`config.mk`:
```
export PLATFORM = sky130hd
export DESIGN_NAME = qdac_latch_bank
export DESIGN_NICKNAME = d
export VERILOG_FILES = /design/src/rtl/qdac_pkg.sv /design/src/rtl/qdac_sync.sv /design/src/rtl/qdac_ctrl.sv /design/src/rtl/qdac_datapath.sv /design/src/rtl/qdac_latch_bank.sv
export SDC_FILE = /design/constraint.sdc
export NUM_CORES = 1
export LEC_CHECK = 0
export BUFFER_PORTS_ARGS = -buffer_cell sky130_fd_sc_hd__buf_2
export CAP_MARGIN = 20
export CORE_MARGIN = 5
export CORE_UTILIZATION = 60
export DETAILED_ROUTE_END_ITERATION = 8
export PLACE_DENSITY = 0.85
export SLEW_MARGIN = 30
export SYNTH_ARGS = -nofsm -noshare
export SYNTH_HDL_FRONTEND = slang
export SYNTH_HIERARCHICAL = 1
export SYNTH_SLANG_ARGS = --single-unit
```
`constraint.sdc`:
```
create_clock -name clk -period 3.8 [get_ports clk]
set_input_delay 0.19 -clock clk [delete_from_list [all_inputs] [get_ports clk]]
set_output_delay 0.19 -clock clk [all_outputs]
set_load 0.005 [all_outputs]
```
`src/rtl/qdac_pkg.sv`:
```
package qdac_pkg;
  localparam int NUM_CH      = 4;
  localparam int CODE_W      = 10;
  localparam int WORD_W      = 16;
  localparam int SYNC_STAGES = 2;
  localparam int ADDR_W      = $clog2(NUM_CH);
  localparam int PD_BIT      = WORD_W - ADDR_W - 1;
  localparam int SPD_BIT     = PD_BIT - 1;
  localparam int CODE_MSB    = SPD_BIT - 1;

  typedef struct packed {
    logic              pd;
    logic              fast;
    logic [CODE_W-1:0] code;
  } chanCfg_t;

  typedef struct packed {
    logic [NUM_CH-1:0] holdWrEn;
    logic              copyAll;
    logic              forcePd;
  } strobes_t;

  function automatic chanCfg_t decodeWord(input logic [WORD_W-1:0] w);
    chanCfg_t c;
    c.pd   = w[PD_BIT];
    c.fast = w[SPD_BIT];
    c.code = w[CODE_MSB -: CODE_W];
    return c;
  endfunction
endpackage

```
`src/rtl/qdac_sync.sv`:
```
module qdac_sync #(
  parameter int   STAGES  = 2,
  parameter logic RST_VAL = 1'b1
) (
  input  logic clk,
  input  logic rstN,
  input  logic d,
  output logic q
);
  logic [STAGES-1:0] shReg;

  always_ff @(posedge clk or negedge rstN) begin
    if (!rstN) shReg <= {STAGES{RST_VAL}};
    else       shReg <= {shReg[STAGES-2:0], d};
  end

  assign q = shReg[STAGES-1];
endmodule

```
`src/rtl/qdac_ctrl.sv`:
```
module qdac_ctrl
  import qdac_pkg::*;
(
  input  logic              clk,
  input  logic              rstN,
  input  logic              wordValid,
  input  logic [ADDR_W-1:0] wordAddr,
  input  logic              loadEnN,
  input  logic              gPdN,
  output strobes_t          strb
);
  logic loadSyncN;
  logic pdSyncN;

  qdac_sync #(.STAGES(SYNC_STAGES), .RST_VAL(1'b1)) u_loadSync (
    .clk(clk), .rstN(rstN), .d(loadEnN), .q(loadSyncN)
  );
  qdac_sync #(.STAGES(SYNC_STAGES), .RST_VAL(1'b1)) u_pdSync (
    .clk(clk), .rstN(rstN), .d(gPdN), .q(pdSyncN)
  );

  always_comb begin
    for (int i = 0; i < NUM_CH; i++) begin
      strb.holdWrEn[i] = wordValid && (wordAddr == ADDR_W'(i));
    end
    strb.copyAll = !loadSyncN;
    strb.forcePd = !pdSyncN;
  end

  AST_WRITE_ONEHOT: assert property (@(posedge clk) disable iff (!rstN)
    $onehot0(strb.holdWrEn));
  AST_VALID_WRITES_ONE: assert property (@(posedge clk) disable iff (!rstN)
    wordValid |-> ($countones(strb.holdWrEn) == 1));
  AST_IDLE_NO_WRITE: assert property (@(posedge clk) disable iff (!rstN)
    !wordValid |-> (strb.holdWrEn == '0));
endmodule

```
`src/rtl/qdac_datapath.sv`:
```
module qdac_datapath
  import qdac_pkg::*;
(
  input  logic                     clk,
  input  logic                     rstN,
  input  strobes_t                 strb,
  input  chanCfg_t                 newCfg,
  output logic [NUM_CH*CODE_W-1:0] chanCode,
  output logic [NUM_CH-1:0]        chanPd,
  output logic [NUM_CH-1:0]        chanFast
);
  chanCfg_t [NUM_CH-1:0] holdCfg;
  chanCfg_t [NUM_CH-1:0] outCfg;

  for (genvar i = 0; i < NUM_CH; i++) begin : g_chan
    always_ff @(posedge clk or negedge rstN) begin
      if (!rstN) begin
        holdCfg[i] <= '0;
        outCfg[i]  <= '0;
      end else begin
        if (strb.holdWrEn[i]) holdCfg[i] <= newCfg;
        if (strb.copyAll)     outCfg[i]  <= strb.holdWrEn[i] ? newCfg : holdCfg[i];
      end
    end

    assign chanCode[i*CODE_W +: CODE_W] = outCfg[i].code;
    assign chanPd[i]   = outCfg[i].pd | strb.forcePd;
    assign chanFast[i] = outCfg[i].fast;

    AST_HOLD_WHEN_LOCKED: assert property (@(posedge clk) disable iff (!rstN)
      !strb.copyAll |=> $stable(outCfg[i]));
    AST_OUT_TRACKS_HOLD: assert property (@(posedge clk) disable iff (!rstN)
      strb.copyAll |=> (outCfg[i] == holdCfg[i]));
    AST_FORCED_CODE_KEPT: assert property (@(posedge clk) disable iff (!rstN)
      (strb.forcePd && !strb.copyAll) |=> $stable(chanCode[i*CODE_W +: CODE_W]));
  end
endmodule

```
`src/rtl/qdac_latch_bank.sv`:
```
module qdac_latch_bank
  import qdac_pkg::*;
(
  input  logic                     clk,
  input  logic                     rstN,
  input  logic                     wordValid,
  input  logic [WORD_W-1:0]        wordData,
  input  logic                     loadEnN,
  input  logic                     gPdN,
  output logic [NUM_CH*CODE_W-1:0] chanCode,
  output logic [NUM_CH-1:0]        chanPd,
  output logic [NUM_CH-1:0]        chanFast
);
  strobes_t strb;
  chanCfg_t newCfg;

  assign newCfg = decodeWord(wordData);

  qdac_ctrl u_ctrl (
    .clk(clk), .rstN(rstN), .wordValid(wordValid),
    .wordAddr(wordData[WORD_W-1 -: ADDR_W]),
    .loadEnN(loadEnN), .gPdN(gPdN), .strb(strb)
  );

  qdac_datapath u_dp (
    .clk(clk), .rstN(rstN), .strb(strb), .newCfg(newCfg),
    .chanCode(chanCode), .chanPd(chanPd), .chanFast(chanFast)
  );
endmodule

```
==> impl_metrics.tcl <==
set metrics [dict create \
    finalSetupViolCount 0 \
    vias 1977 \
    numPortBuffers 66 \
    dp.cells 373 \
    async_flop_share_pct 100 \
    rsz0062_at_grt "false" \
    synth_nets 280 \
    place_ws_ps 1790 \
    track_usage_pct 16.6 \
    rows 31 \
    report.final.slew_viol_count 0 \
    crit_family "buffers and inverters" \
    hold_viol_final 0 \
    worst_path_max_delay_cell "clkinv_2" \
    drt_wl_total_um 6840 \
    vias_per_cell 5.04 \
    p_per_area_nw_per_um2 550 \
    grt_pass1_wl_um 11400 \
    yosys.area_share.simple_pct 1.43 \
    min_period_over_period_pct 55.7 \
    synth_edf_count 0 \
    critPathMaxFanout 35 \
    hpwl_um 4410 \
    die-height_um 95.3 \
    drive_gt1_share_pct 64.8 \
    fin_skew_ps 14.6 \
    start_util_pct 60.9 \
    slew_headroom_pct 35.2 \
    clk_path_buf_depth 2 \
    status "completed" \
    overflow 0 \
    fp.dieW_um 95.3 \
    finalSetupTns_ps 0 \
    cp.arrival_ps 2340 \
    io_pins 69 \
    h-tree-depth 3 \
    die_area_sq_um 9090 \
    layout_setup_ws_ps 1680 \
    vdd_drop_max_v 0.000255 \
    synth-xor-area-share_pct 0 \
    cts_root_buffer "clkbuf_8" \
    cp-end-kind "flip-flop" \
    netlist.area_leader.share_pct 55.0 \
    path_clk_slew_ps 100 \
    critPathMaxStageDelay_ps 610 \
    diodes 0 \
    syn_area_per_cell_sq_um 16.9 \
    worstSkewPairLatency_ps 350 \
    cap_violations 0 \
    final_area_sq_um 4650 \
    yosys_warnings 6 \
    fin_cells 392 \
    place_congestion 0.712 \
    seq_area_frac_synth_pct 57.4 \
    grt_max_degree 81 \
    antenna_found_initial 0 \
    syn_inst 259 \
    ys.flop_type "dfrtp_1" \
    synth_most_common_cell "dfrtp_1" \
    cts.sinks 100 \
    drc_errors 0 \
    synth_seq_cells 100 \
    worst_setup_path_start_kind "flip-flop" \
    synth_area_leaders "dfrtp_1, mux2_4, buf_4" \
    grt_pass1_vias 2240 \
    placed_area_sq_um 4440 \
    fillers 510 \
    cts_buffers 9 \
    synth_area_leader_cell "dfrtp_1" \
    nets 309 \
    area_delta_synth_final_pct 6.33 \
    final_antenna_net_count 0 \
    core_sq_um 7180 \
    critPathBufInv 2 \
    synth_compound_area_share_pct 0 \
    critPathKind "reg2reg" \
    firstDrtPassIters 4 \
    synth_mux_area_share_pct 31.6 \
    synthAdderAreaFrac_pct 0 \
    path_cells "clkinv_2, buf_4, mux2_4" \
    worst_slew_pin_slew_ps 971 \
    synth_cell_type_count 12 \
    period_needed_ps 2120 \
    max_freq_mhz 472 \
    drtIter0Drc 37 \
    wire_per_inst_um 17.4 \
    p_leak_nw 2.27 \
    crit_required_ps 4020 \
    hp-class "in2reg" \
    netlist_area_sq_um 4370 \
    cts_resized 0 \
    synth_top_family_by_area "multiplexers" \
    cts_tree "yes" \
    netlist_top_cells_count "dfrtp_1, mux2_4, buf_4" \
]
[layer usage]
layer  vias up  part of all wire [%]  GRT usage (%)
li1        894                     -              -
met1      1025                    47           22.5
met2        53                    47           26.3
met3         5                   5.3           3.87
met4         0                  0.73           5.77
met5         -                     0              0
[what timing repair did]
action | 4_1_cts | 5_1_grt
setup buffers | 0 | 0
hold endpoints to repair | 2 | 75
hold buffers | 2 | 1
[power by group]
group          internal, W  switching, W
Clock             0.000245      0.000363
Combinational     0.000370      0.000197
Sequential         0.00128     0.0000979
[registers in the layout (all words and copies together), names as in the netlist]
register                 cells
u_ctrl/u_pdSync/shReg        2
u_dp/holdCfg                48
u_dp/outCfg                  4
u_dp/chanCode               40
u_ctrl/u_loadSync/shReg      2
u_dp/chanFast                4
[stage by stage]
step / total power (W) / util [%] / hold WS, ps
after floorplan: 0.00190 / - / -106
after global placement: 0.00195 / 61.8 / 295
after detailed placement: 0.00197 / 61.8 / 297
after CTS: 0.00258 / 64.6 / 23.9
after global routing: 0.00270 / 64.8 / 109
final: 0.00256 / 64.8 / 123
[worst register-to-register path, stage by stage (launching register included)]
cell	delay, ps
dfstp_2	540
clkinv_2	610
buf_4	520
mux2_4	330
[placed cells by master (no fill, tap or decap)]
cell | synthesis | layout
and3_2 | 1 | 1
and3b_1 | 2 | 2
buf_2 | 2 | 65
buf_4 | 46 | 2
buf_6 | 5 | 1
clkbuf_1 | 0 | 1
clkbuf_8 | 0 | 9
clkinv_2 | 0 | 2
clkinv_4 | 0 | 2
clkinvlp_4 | 0 | 1
dfrtp_1 | 96 | 96
dfstp_2 | 4 | 4
dlygate4sd3_1 | 0 | 3
inv_1 | 2 | 1
inv_6 | 0 | 2
mux2_2 | 16 | 16
mux2_4 | 80 | 80
nor3b_4 | 0 | 1
or2_2 | 4 | 4
[path summary, 6_finish.rpt]
kind                       depth (start not counted)  slack [ps]                                   end                                 start
setup / recovery                                   3        1680         u_dp/chanCode[38]$_DFFE_PN0P_  u_ctrl/u_loadSync/shReg[1]$_DFF_PN1_
hold / removal                                     2         120            u_dp/holdCfg[36]$_DFF_PN0_                           wordData[2]
setup reg to reg                                   3        1680         u_dp/chanCode[38]$_DFFE_PN0P_  u_ctrl/u_loadSync/shReg[1]$_DFF_PN1_
hold reg to reg                                    0         360  u_ctrl/u_loadSync/shReg[1]$_DFF_PN1_  u_ctrl/u_loadSync/shReg[0]$_DFF_PN1_
max in group asynchronous                          3        2610            u_dp/holdCfg[20]$_DFF_PN0_                                  rstN
min in group asynchronous                          2         440          u_dp/chanCode[7]$_DFFE_PN0P_                                  rstN
[kinds of logic (layout without fill, tap and decap cells)]
kind of cell | after synthesis | after routing
DFF | 100 | 100
muxes | 96 | 96
buffers and inverters | 55 | 89
and+or+nand+nor | 8 | 8
[final cells by class]
cell class,count,area [sq um],area share (%)
Clock buffer,10,128,2.75
Timing Repair Buffer,71,382,8.21
Tap cell,99,124,2.67
Multi-Input combinational cell,104,1450,31.2
Clock inverter,6,47.5,1.02
Inverter,2,8.76,0.188
Sequential cell,100,2510,54.0
(Power assumes the default switching activity.)
